File: src/rtl/sram_ctrl_pkg.sv
package sram_ctrl_pkg;

    typedef enum logic [2:0] {
        ST_IDLE,
        ST_TURN,
        ST_WADDR,
        ST_WPULSE,
        ST_WREC,
        ST_RACC
    } ctl_state_e;

    typedef struct packed {
        ctl_state_e state;
        logic       last_rd;
        logic       cs_n;
        logic       we_n;
        logic       oe_n;
        logic       ready;
    } seq_regs_t;

endpackage

File: src/rtl/sram_phase_timer.sv
module sram_phase_timer #(
    parameter int CW = 4
) (
    input  logic          clk,
    input  logic          rst_n,
    input  logic          load,
    input  logic [CW-1:0] load_val,
    output logic          expire
);

    logic [CW-1:0] cnt_d, cnt_q;

    always_comb begin
        cnt_d = cnt_q;
        if (load) begin
            cnt_d = load_val - CW'(1);
        end else if (cnt_q != '0) begin
            cnt_d = cnt_q - CW'(1);
        end
    end

    always_ff @(posedge clk or negedge rst_n) begin
        if (!rst_n) begin
            cnt_q <= '0;
        end else begin
            cnt_q <= cnt_d;
        end
    end

    assign expire = (cnt_q == '0);

endmodule

File: src/rtl/sram_seq_fsm.sv
module sram_seq_fsm
    import sram_ctrl_pkg::*;
#(
    parameter int T_ASU  = 1,
    parameter int T_WP   = 1,
    parameter int T_DSU  = 1,
    parameter int T_REC  = 1,
    parameter int T_ACC  = 2,
    parameter int T_TURN = 1,
    parameter int CW     = 4
) (
    input  logic          clk,
    input  logic          rst_n,
    input  logic          req,
    input  logic          we,
    input  logic          tmr_expire,
    output logic          tmr_load,
    output logic [CW-1:0] tmr_val,
    output logic          accept,
    output logic          capture,
    output logic          cs_n,
    output logic          we_n,
    output logic          oe_n,
    output logic          ready
);

    localparam int WPLEN = (T_WP > T_DSU) ? T_WP : T_DSU;

    seq_regs_t r_d, r_q;

    always_comb begin
        r_d      = r_q;
        r_d.ready = 1'b0;
        tmr_load = 1'b0;
        tmr_val  = '0;
        accept   = 1'b0;
        capture  = 1'b0;
        case (r_q.state)
            ST_IDLE: begin
                if (req) begin
                    accept      = 1'b1;
                    tmr_load    = 1'b1;
                    r_d.last_rd = !we;
                    if (we) begin
                        if (r_q.last_rd) begin
                            r_d.state = ST_TURN;
                            tmr_val   = CW'(T_TURN);
                        end else begin
                            r_d.state = ST_WADDR;
                            tmr_val   = CW'(T_ASU);
                        end
                    end else begin
                        r_d.state = ST_RACC;
                        tmr_val   = CW'(T_ACC);
                    end
                end
            end
            ST_TURN: begin
                if (tmr_expire) begin
                    r_d.state = ST_WADDR;
                    tmr_load  = 1'b1;
                    tmr_val   = CW'(T_ASU);
                end
            end
            ST_WADDR: begin
                if (tmr_expire) begin
                    r_d.state = ST_WPULSE;
                    tmr_load  = 1'b1;
                    tmr_val   = CW'(WPLEN);
                end
            end
            ST_WPULSE: begin
                if (tmr_expire) begin
                    r_d.state = ST_WREC;
                    tmr_load  = 1'b1;
                    tmr_val   = CW'(T_REC);
                end
            end
            ST_WREC: begin
                if (tmr_expire) begin
                    r_d.state = ST_IDLE;
                    r_d.ready = 1'b1;
                end
            end
            ST_RACC: begin
                if (tmr_expire) begin
                    r_d.state = ST_IDLE;
                    r_d.ready = 1'b1;
                    capture   = 1'b1;
                end
            end
            default: r_d.state = ST_IDLE;
        endcase
        r_d.cs_n = (r_d.state == ST_IDLE) || (r_d.state == ST_TURN);
        r_d.we_n = (r_d.state != ST_WPULSE);
        r_d.oe_n = (r_d.state != ST_RACC);
    end

    always_ff @(posedge clk or negedge rst_n) begin
        if (!rst_n) begin
            r_q.state   <= ST_IDLE;
            r_q.last_rd <= 1'b0;
            r_q.cs_n    <= 1'b1;
            r_q.we_n    <= 1'b1;
            r_q.oe_n    <= 1'b1;
            r_q.ready   <= 1'b0;
        end else begin
            r_q <= r_d;
        end
    end

    assign cs_n  = r_q.cs_n;
    assign we_n  = r_q.we_n;
    assign oe_n  = r_q.oe_n;
    assign ready = r_q.ready;

    // Phase-length observers for the properties below.
    localparam logic [15:0] ASU16  = 16'(T_ASU);
    localparam logic [15:0] WPL16  = 16'(WPLEN);
    localparam logic [15:0] REC16  = 16'(T_REC);
    localparam logic [15:0] ACC16  = 16'(T_ACC);
    localparam logic [15:0] TRN16  = 16'(T_TURN);

    logic [15:0] obs_asu_q, obs_wl_q, obs_rec_q, obs_ol_q, obs_oeh_q;

    always_ff @(posedge clk or negedge rst_n) begin
        if (!rst_n) begin
            obs_asu_q <= '0;
            obs_wl_q  <= '0;
            obs_rec_q <= '0;
            obs_ol_q  <= '0;
            obs_oeh_q <= 16'hFFFF;
        end else begin
            if (r_q.cs_n) begin
                obs_asu_q <= '0;
                obs_wl_q  <= '0;
                obs_rec_q <= '0;
            end else if (!r_q.we_n) begin
                obs_wl_q <= obs_wl_q + 16'd1;
            end else if (obs_wl_q == '0) begin
                obs_asu_q <= obs_asu_q + 16'd1;
            end else begin
                obs_rec_q <= obs_rec_q + 16'd1;
            end
            if (r_q.oe_n) begin
                obs_ol_q <= '0;
                if (obs_oeh_q != 16'hFFFF) obs_oeh_q <= obs_oeh_q + 16'd1;
            end else begin
                obs_ol_q  <= obs_ol_q + 16'd1;
                obs_oeh_q <= '0;
            end
        end
    end

    assert_asu_R3: assert property (@(posedge clk) disable iff (!rst_n)
        $fell(r_q.we_n) |-> (obs_asu_q >= ASU16));

    assert_wp_R3: assert property (@(posedge clk) disable iff (!rst_n)
        $rose(r_q.we_n) |-> (obs_wl_q >= WPL16));

    assert_rec_R3: assert property (@(posedge clk) disable iff (!rst_n)
        ($rose(r_q.cs_n) && (obs_wl_q != '0)) |-> (obs_rec_q >= REC16));

    assert_oe_write_R4: assert property (@(posedge clk) disable iff (!rst_n)
        !r_q.we_n |-> r_q.oe_n);

    assert_we_cs_R4: assert property (@(posedge clk) disable iff (!rst_n)
        !r_q.we_n |-> !r_q.cs_n);

    assert_acc_R5: assert property (@(posedge clk) disable iff (!rst_n)
        $rose(r_q.oe_n) |-> (obs_ol_q >= ACC16));

    assert_ready_pulse_R6: assert property (@(posedge clk) disable iff (!rst_n)
        r_q.ready |=> !r_q.ready);

    assert_turn_R8: assert property (@(posedge clk) disable iff (!rst_n)
        $fell(r_q.we_n) |-> (obs_oeh_q >= TRN16));

endmodule

File: src/rtl/sram_req_hold.sv
module sram_req_hold #(
    parameter int AW = 22,
    parameter int DW = 1
) (
    input  logic          clk,
    input  logic          rst_n,
    input  logic          accept,
    input  logic          accept_wr,
    input  logic          capture,
    input  logic [AW-1:0] addr,
    input  logic [DW-1:0] wdata,
    input  logic [DW-1:0] mem_din,
    output logic [AW-1:0] mem_addr,
    output logic [DW-1:0] mem_dout,
    output logic [DW-1:0] rdata
);

    typedef struct packed {
        logic [AW-1:0] addr;
        logic [DW-1:0] dout;
        logic [DW-1:0] rdat;
    } hold_t;

    hold_t h_d, h_q;

    always_comb begin
        h_d = h_q;
        if (accept) begin
            h_d.addr = addr;
            if (accept_wr) h_d.dout = wdata;
        end
        if (capture) h_d.rdat = mem_din;
    end

    always_ff @(posedge clk or negedge rst_n) begin
        if (!rst_n) begin
            h_q <= '0;
        end else begin
            h_q <= h_d;
        end
    end

    assign mem_addr = h_q.addr;
    assign mem_dout = h_q.dout;
    assign rdata    = h_q.rdat;

endmodule

File: src/rtl/sram_cycle_ctrl.sv
module sram_cycle_ctrl #(
    parameter int AW     = 22,
    parameter int DW     = 1,
    parameter int T_ASU  = 1,
    parameter int T_WP   = 1,
    parameter int T_DSU  = 1,
    parameter int T_REC  = 1,
    parameter int T_ACC  = 2,
    parameter int T_TURN = 1
) (
    input  logic          clk,
    input  logic          rst_n,
    input  logic          req,
    input  logic          we,
    input  logic [AW-1:0] addr,
    input  logic [DW-1:0] wdata,
    output logic [DW-1:0] rdata,
    output logic          ready,
    output logic [AW-1:0] mem_addr,
    output logic [DW-1:0] mem_dout,
    input  logic [DW-1:0] mem_din,
    output logic          mem_cs_n,
    output logic          mem_we_n,
    output logic          mem_oe_n
);

    localparam int WPLEN = (T_WP > T_DSU) ? T_WP : T_DSU;
    localparam int M1    = (T_ASU > WPLEN) ? T_ASU : WPLEN;
    localparam int M2    = (T_REC > T_ACC) ? T_REC : T_ACC;
    localparam int M3    = (M1 > M2) ? M1 : M2;
    localparam int MAXT  = (M3 > T_TURN) ? M3 : T_TURN;
    localparam int CW    = $clog2(MAXT + 1);

    logic          tmr_load, tmr_expire, accept, capture;
    logic [CW-1:0] tmr_val;

    sram_phase_timer #(.CW(CW)) u_timer (
        .clk      (clk),
        .rst_n    (rst_n),
        .load     (tmr_load),
        .load_val (tmr_val),
        .expire   (tmr_expire)
    );

    sram_seq_fsm #(
        .T_ASU (T_ASU), .T_WP (T_WP), .T_DSU (T_DSU), .T_REC (T_REC),
        .T_ACC (T_ACC), .T_TURN (T_TURN), .CW (CW)
    ) u_fsm (
        .clk        (clk),
        .rst_n      (rst_n),
        .req        (req),
        .we         (we),
        .tmr_expire (tmr_expire),
        .tmr_load   (tmr_load),
        .tmr_val    (tmr_val),
        .accept     (accept),
        .capture    (capture),
        .cs_n       (mem_cs_n),
        .we_n       (mem_we_n),
        .oe_n       (mem_oe_n),
        .ready      (ready)
    );

    sram_req_hold #(.AW(AW), .DW(DW)) u_hold (
        .clk       (clk),
        .rst_n     (rst_n),
        .accept    (accept),
        .accept_wr (we),
        .capture   (capture),
        .addr      (addr),
        .wdata     (wdata),
        .mem_din   (mem_din),
        .mem_addr  (mem_addr),
        .mem_dout  (mem_dout),
        .rdata     (rdata)
    );

    assert_addr_hold_R3: assert property (@(posedge clk) disable iff (!rst_n)
        (!mem_cs_n && $past(!mem_cs_n)) |-> ($stable(mem_addr) && $stable(mem_dout)));

    assert_gap_R7: assert property (@(posedge clk) disable iff (!rst_n)
        ready |-> mem_cs_n);

endmodule

File: config.mk
export PLATFORM = sky130hd
export DESIGN_NAME = sram_cycle_ctrl
export DESIGN_NICKNAME = d
export VERILOG_FILES = /design/src/rtl/sram_ctrl_pkg.sv /design/src/rtl/sram_phase_timer.sv /design/src/rtl/sram_seq_fsm.sv /design/src/rtl/sram_req_hold.sv /design/src/rtl/sram_cycle_ctrl.sv
export SDC_FILE = /design/constraint.sdc
export NUM_CORES = 1
export LEC_CHECK = 0
export ABC_AREA = 1
export BUFFER_PORTS_ARGS = -buffer_cell sky130_fd_sc_hd__clkbuf_2
export CAP_MARGIN = 20
export CORE_MARGIN = 5
export CORE_UTILIZATION = 45
export CTS_BUF_LIST = sky130_fd_sc_hd__clkbuf_16
export DETAILED_ROUTE_END_ITERATION = 12
export MAX_ROUTING_LAYER = met4
export PLACE_DENSITY = 0.85
export SYNTH_ARGS = -nofsm -noshare
export SYNTH_HDL_FRONTEND = slang
export SYNTH_SLANG_ARGS = --single-unit
File: constraint.sdc
create_clock -name clk -period 2.81 [get_ports clk]
set_input_delay 0.562 -clock clk [delete_from_list [all_inputs] [get_ports clk]]
set_output_delay 0.562 -clock clk [all_outputs]
set_load 0.05 [all_outputs]
# Word-level counts from Yosys, hierarchy flattened
# Index checks and enable logic that the tools add are counted.
# word_totals
reg_bits	34
input_bits	28
output_inout_bits	28
elab_cells	51
# classes
n_addsub	2
n_eq_ne	8
muxes	20
n_reduce_logical	11
# op_table
op	count
$mux W3	5
$pmux W3 S5	1
$mux W2	5
$eq A3 B1 Y1 const B	2
$eq A3 B2 Y1 const B	2
$eq A3 B3 Y1 const B	2
$logic_not A3 Y1	2
$mux W1	6
$mux W4	1
$pmux W2 S2	1
$reduce_and A2 Y1	2
$reduce_bool A2 Y1	2
$sub A2 B1 Y2 const B	2
$ne A3 B2 Y1 const B	1
$ne A3 B3 Y1 const B	1
$reduce_or A3 Y1	1
$logic_not A2 Y1	1
$pmux W1 S2	1
$reduce_or A2 Y1	1
$logic_not A1 Y1	1
$logic_or A1 B1 Y1	1

# Longest topological paths before layout
# Gate-level depths: netlist of the first run.
# logic_depth
depth_word	6
mapped_depth	6

# Hierarchy
# Synthesis of the first run repeated with hierarchy kept, for this count alone.
# unflattened
cells_unflattened	174
area_unflattened_um2	1552.7
# modules_own_cells
module	instances	cells_each	area_each_um2	seq_area_each_um2
sram_req_hold	1	102	1022.2	600.6
sram_seq_fsm	1	54	414.1	203.9
sram_phase_timer	1	18	116.4	50.0

# Least setup slack after synthesis of the first run
# OpenSTA, ideal clock, no wires.
# synth_timing
path_type	reg-to-output
start	reg, netlist name u_fsm.cs_n
end	out mem_cs_n
t_arrival_ns	0.656
required_time_ns	2.248
slack_ns	1.592
path_stages_with_launch	1
path_buffers	0
path_cell_list	dfstp_2
# synth_lines
item	line	rtl
to (decl)	sram_cycle_ctrl.sv:22	output logic mem_cs_n,
# No word-level cell between the ends.

# Worst setup path after layout of the first run
# layout_timing
start	reg, netlist name u_fsm.cs_n
end	out mem_cs_n
# No word-level cell between the ends.

==> results of run 1 <==
[synthesized netlist by cell type, drive strengths merged]
cell type / count / area [µm²]
dfstp: 3 / 78.8
nand3b: 1 / 7.51
o21ai: 4 / 20.0
nand4: 4 / 25.0
a21boi: 1 / 7.51
nor3: 1 / 5.00
inv: 11 / 43.8
nand2: 82 / 310
nand3: 8 / 52.6
dfrtp: 31 / 776
buf: 4 / 32.5
nor2: 4 / 25.0
[how the worst max path moves through the flow]
stage                            start         end  slack (ps)  cells after the start
after floorplan             u_fsm.cs_n    mem_cs_n        1590                      0
after global placement             req  u_fsm.we_n        1220                      6
after detailed placement           req  u_fsm.we_n        1170                      6
after CTS                   u_fsm.cs_n    mem_cs_n        1180                      1
after global routing      u_fsm.r_q[7]  u_fsm.we_n        1090                      6
final                       u_fsm.cs_n    mem_cs_n        1190                      1
[sequential cells by signal, indices dropped and copies added (netlist names)]
signal / flops
u_fsm.we_n: 1
u_timer.cnt_q: 2
u_hold.mem_dout: 1
u_hold.rdata: 1
u_fsm.oe_n: 1
u_fsm.cs_n: 1
u_hold.mem_addr: 22
u_fsm.ready: 1
u_fsm.r_q: 4
[cell type report]
type                            count  area [µm²]  area share
Clock buffer                        5         125      0.0693
Clock inverter                      3        12.5     0.00693
Inverter                           11        43.8      0.0243
Multi-Input combinational cell    105         453       0.251
Sequential cell                    34         855       0.473
Tap cell                           33        41.3      0.0229
Timing Repair Buffer               55         275       0.152
[cells by family (layout without fill, tap and decap cells)]
| logic type | after synthesis | after routing |
|---|---|---|
| buf+inv | 15 | 74 |
| simple gates | 100 | 100 |
| flops | 34 | 34 |
| compound gates | 5 | 5 |
[power breakdown]
part | switching (mW) | total (mW) | internal [mW]
clock | 0.182 | 0.502 | 0.319
combinational | 1.01 | 1.29 | 0.281
sequential | 0.136 | 0.854 | 0.718
total | 1.33 | 2.64 | 1.32
[layer usage]
| layer | vias to the layer above | routed length (µm) | share of wire |
|---|---|---|---|
| li1 | 592 | - | - |
| met1 | 536 | 1290 | 0.43 |
| met2 | 48 | 1430 | 0.48 |
| met3 | 6 | 195 | 0.066 |
| met4 | 0 | 56 | 0.019 |
| met5 | - | 0 | 0 |
==> results_dict.tcl, run 1 <==
set metrics [dict create \
    outcome "finished clean" \
    use_met3 0.0598 \
    rrSetupSlack_ps 1250 \
    wl_per_cell_um 12.1 \
    fin_crit_ps 1620 \
    postCtsHoldBufs 0 \
    pre_cts_slack_ps 1170 \
    area_delta_synth_final_pct 30.5 \
    worstPathRequired_ps 2250 \
    p_leak_nw 1.07 \
    criticalPathCategory "flop to output port" \
    syn_avg_cell_area_um2 8.99 \
    fp.dieW_um 65.5 \
    start_util 0.461 \
    ys_ff_latch 34 \
    hold_violations 0 \
    synth_xor_area_frac 0 \
    grt_pass1_vias 1154 \
    antenna_found_initial 0 \
    cp_top_family "flip-flops" \
    numCtsBuffers 5 \
    yosys.area_share.simple 0.307 \
    ant_nets 0 \
    grt_max_degree 35 \
    postCtsSetupRepairBufs 0 \
    cpPeakStageDelay_ps 520 \
    dp_hpwl_um 2160 \
    critPathSlowestCell "dfstp_2" \
    vdd_drop_max_mv 0.659 \
    final_area_um2 1810 \
    dr.pass1.iters 4 \
    ys_seq_area_frac 0.618 \
    cts_tree "done" \
    worstMarginPinSlew_ps 823 \
    io_buffers 55 \
    worstPathArrival_ps 1060 \
    hold_ws_ps 381 \
    r2r_end "u_fsm.we_n" \
    instances_no_fill 246 \
    rsz0062_at_grt "false" \
    crit_buf_inv 1 \
    fmax_mhz 616 \
    mostFrequentLayoutCell "nand2_1" \
    fillCellCount 283 \
    synth_warnings 0 \
    drcViolationCount 0 \
    clock_latency_ps 270 \
    synth_top_family_by_area "simple AND/OR/NAND/NOR gates" \
    path_cells "clkbuf_2" \
    power.density_nw_per_um2 1460 \
    num_io_pins 56 \
    syn_nets 182 \
    setup_ws_ps 1190 \
    synth_fa_ha_area_frac 0 \
    busiest_layer "met2" \
    clock_skew_ps 3.54 \
    cts_buffer_depth 2 \
    grt_use_total 0.163 \
    die_area_um2 4280 \
    met1_usage 0.170 \
    slew_violations 0 \
    drive_above_1_share 0.324 \
    syn_inst 154 \
    min_period_over_period 0.577 \
    finalSetupTns_ps 0 \
    core_um2 3000 \
    cap_violations 0 \
    synth_area_um2 1380 \
    grt_pass1_wl_um 5020 \
    gp_congestion 0.777 \
    synthMuxAreaShare 0 \
    finish.utilization 0.601 \
    drtIter0Drc 79 \
    cts-root-buf "clkbuf_16" \
    mostFrequentLayoutCells "nand2_1, clkbuf_2, dfrtp_1, inv_1, nand3_1" \
    setup_viol 0 \
    nNetsFinal 240 \
    synth_cell_type_count 18 \
    die_h_um 65.5 \
    clock-sinks 34 \
    place_area_um2 1670 \
    grt_use_met2 0.278 \
    p_total_mw 2.64 \
    reg2reg_from "u_fsm.r_q[7]" \
    grt_overflow 0 \
    cts_resized 0 \
    maxSlewHeadroom 0.451 \
    synth_compound_area_frac 0.0199 \
    num_rows 20 \
    htreeDepth 2 \
    vias_per_cell 4.80 \
    reg2regPathDepth 6 \
    endpoint_kind "output port" \
    dp_cells 238 \
    crit_path_start_kind "flop" \
    vias 1182 \
    diodes 0 \
    min_path_type "input port to asynchronous set/reset pin" \
    clkTransAtPathRegs_ps 50 \
    routed_wl_um 2970 \
    cp_max_fo 1 \
]
No activity file was read; power rests on OpenSTA's default activity.
==> run 2, diff against run 1 <==
- ABC_AREA: 1 -> 0
- CORE_UTILIZATION: 45 -> 42
- PLACE_DENSITY: 0.85 -> 0.83
- clock period: 2.81 -> 1.3 ns (I/O delays scaled with it)
==> run 2 against run 1 <==
The flow now finishes with violations (setup timing). Utilization is 1.3 points higher. Clock power is 120% higher. Register-to-register slack worse by 1300 ps. Clock skew is 0.65 ps higher. Highest routed layer unchanged. Hold slack worse by 200 ps. Final cell count is 7.3% higher.
==> results_dict.tcl, run 2 <==
set metrics [dict create \
    drtIter0Drc 44 \
    async_reset_ff_frac 1.00 \
    grt_pass1_wl_um 4870 \
    cts_tree "done" \
    reg2reg_from "u_fsm.r_q[6]" \
    ys_seq_area_frac 0.605 \
    core_um2 3280 \
    antenna_found_initial 0 \
    maxSlewHeadroom 0.740 \
    rrSetupSlack_ps -60 \
    clock-sinks 34 \
    critPathLaunch "u_fsm.r_q[6]" \
    fp.dieW_um 68.0 \
    cap_violations 0 \
    worst-path-stages 4 \
    path_cells "buf_6 -> nor4b_4 -> nand2_1 -> mux2_4" \
    ys.flop_type "dfrtp_1" \
    gp_congestion 0.811 \
    endpoint_kind "flop" \
    worstPathRequired_ps 1460 \
    syn_inst 146 \
    cp_max_fo 4 \
    min_period_over_period 1.04 \
    dp_cells 251 \
    largest_register_ffs 22 \
    clock_skew_ps 4.19 \
    die_h_um 68.0 \
    fmax_mhz 737 \
    place_area_um2 1800 \
    power.density_nw_per_um2 3060 \
    mostFrequentLayoutCell "nand2_1" \
    diodes 0 \
    criticalPathCategory "flop to flop" \
    setup_ws_ps -56.5 \
    num_io_pins 56 \
    synth_top_cell_area_share 0.549 \
    slew_violations 0 \
    clkTransAtPathRegs_ps 50 \
    nNetsFinal 245 \
    cp_top_family "simple AND/OR/NAND/NOR gates" \
    r2r_end "u_hold.mem_dout" \
    cts-root-buf "clkbuf_16" \
    routed_wl_um 3170 \
    setup_viol 20 \
    outcome "complete, but fails checks" \
    yosysTopAreaCell "dfrtp_1" \
    crit_path_start_kind "flop" \
    crit_buf_inv 1 \
    ant_nets 0 \
    reg2regPathDepth 4 \
    dp_hpwl_um 2320 \
    worstSetupEndpoint "u_hold.mem_dout" \
    fin_crit_ps 1360 \
    clock_latency_ps 270 \
    vdd_drop_max_mv 1.08 \
    grt_use_total 0.149 \
    pre_cts_slack_ps -66.8 \
    ys_ff_latch 34 \
    rsz0062_at_grt "true" \
    synth-edff-count 0 \
    syn_nets 174 \
    whs_path_depth 3 \
    synth_most_common_cell "nand2_1" \
    cts_buffer_depth 2 \
    grt_max_degree 23 \
    drive_above_1_share 0.404 \
    min_path_type "input port to flop" \
    start_util 0.430 \
    htreeDepth 2 \
    grt_pass1_vias 1076 \
    final_area_um2 2020 \
    vias_per_cell 4.64 \
    violations "setup timing" \
    synth_area_um2 1410 \
    vias 1224 \
    grt_overflow 0 \
    mostFrequentLayoutCells "nand2_1, clkbuf_2, dfrtp_1, buf_4" \
    worstPathArrival_ps 1520 \
    cpPeakStageDelay_ps 380 \
    io_buffers 55 \
    num_rows 21 \
    fillCellCount 287 \
    synth.area.top_cells "dfrtp_1, nand2_1, dfstp_2" \
    wl_per_cell_um 12.0 \
    instances_no_fill 264 \
    synth_cell_type_count 36 \
    dr.pass1.iters 4 \
    drcViolationCount 0 \
    ys_top_cells_by_count "nand2_1, dfrtp_1, clkbuf_1, dfstp_2" \
    worstMarginPinSlew_ps 391 \
    area_delta_synth_final_pct 42.8 \
    die_area_um2 4620 \
    synth_warnings 0 \
    critPathSlowestCell "dfrtp_1" \
    syn_avg_cell_area_um2 9.68 \
    numCtsBuffers 5 \
    hold_violations 0 \
    p_leak_nw 1.09 \
]
-- run 2: cell types whose count changed after synthesis, moves of 2 or more --
cell,previous run,this run
nand2_1,81,72
nor2b_1,0,2
nand4_1,4,0
clkbuf_1,0,3
o21ai_0,4,1
xnor2_1,0,2
nand3_1,7,1
nand4b_1,0,2
inv_1,10,1
-- run 2: worst register-to-register path: stages (launching register included) --
cell and delay [ps]:
dfrtp_1 380, buf_6 130, nor4b_4 310, nand2_1 110, mux2_4 300
-- run 2: cells by family after synthesis --
| group | share of synthesized area |
|---|---|
| AO/OA/AOI/OAI | 0.0540 |
| XOR/XNOR | 0.0124 |
| buffers and inverters | 0.0416 |
| flip-flops | 0.605 |
| multiplexers | 0.0159 |
| AND/OR/NAND/NOR | 0.271 |
-- run 2: how the worst min path moves through the flow --
stage | end | slack [ps] | startpoint
2_1_floorplan | u_fsm.r_q[4] | -40 | rst_n
5_1_grt | u_hold.mem_addr[11] | 180 | addr[11]
4_1_cts | u_hold.mem_addr[19] | 170 | addr[19]
3_3_place_gp | u_hold.mem_addr[7] | 200 | rst_n
6_report | u_hold.mem_addr[4] | 180 | addr[4]
3_5_place_dp | u_hold.mem_addr[0] | 200 | rst_n
-- run 2: cell type report --
class | instances | area [µm²] | area share
clock buffer | 5 | 125 | 0.0620
multi-input combinational | 102 | 524 | 0.260
inverter | 1 | 3.75 | 0.00186
clock inverter | 3 | 12.5 | 0.00620
tap | 46 | 57.6 | 0.0285
timing repair buffer | 73 | 439 | 0.218
sequential | 34 | 855 | 0.424
-- run 2: per-layer routing --
metal | wire length [µm] | global-route usage
met1 | 1350 | 0.165
met5 | 0 | -
met3 | 203 | 0.0558
met4 | 63 | 0.0720
met2 | 1550 | 0.237
-- run 2: what timing repair did --
item	4_1_cts	5_1_grt
endpoints found under the setup margin	30	29
cloned	0	0
hold endpoints to repair	15	0
gates resized for setup	10	2
pin swaps	2	2
buffers inserted	1	3
hold buffers	1	0
-- run 2: power by group --
| part | leakage [nW] | internal [mW] | switching (mW) |
|---|---|---|---|
| Sequential | 0.420 | 1.55 | 0.234 |
| Clock | 0.0724 | 0.690 | 0.389 |
| Combinational | 0.600 | 0.982 | 2.31 |
| Total | 1.09 | 3.23 | 2.94 |
-- run 2: metrics by stage --
step / setup TNS [ps] / power, mW / utilization / hold WS (ps)
2_1_floorplan: -2550 / 4.10 / - / -35.6
3_3_place_gp: -522 / 4.84 / 0.547 / 196
3_5_place_dp: -1020 / 4.91 / 0.547 / 196
4_1_cts: -576 / 6.13 / 0.605 / 173
5_1_grt: -1790 / 6.53 / 0.614 / 182
6_report: -414 / 6.16 / 0.614 / 177
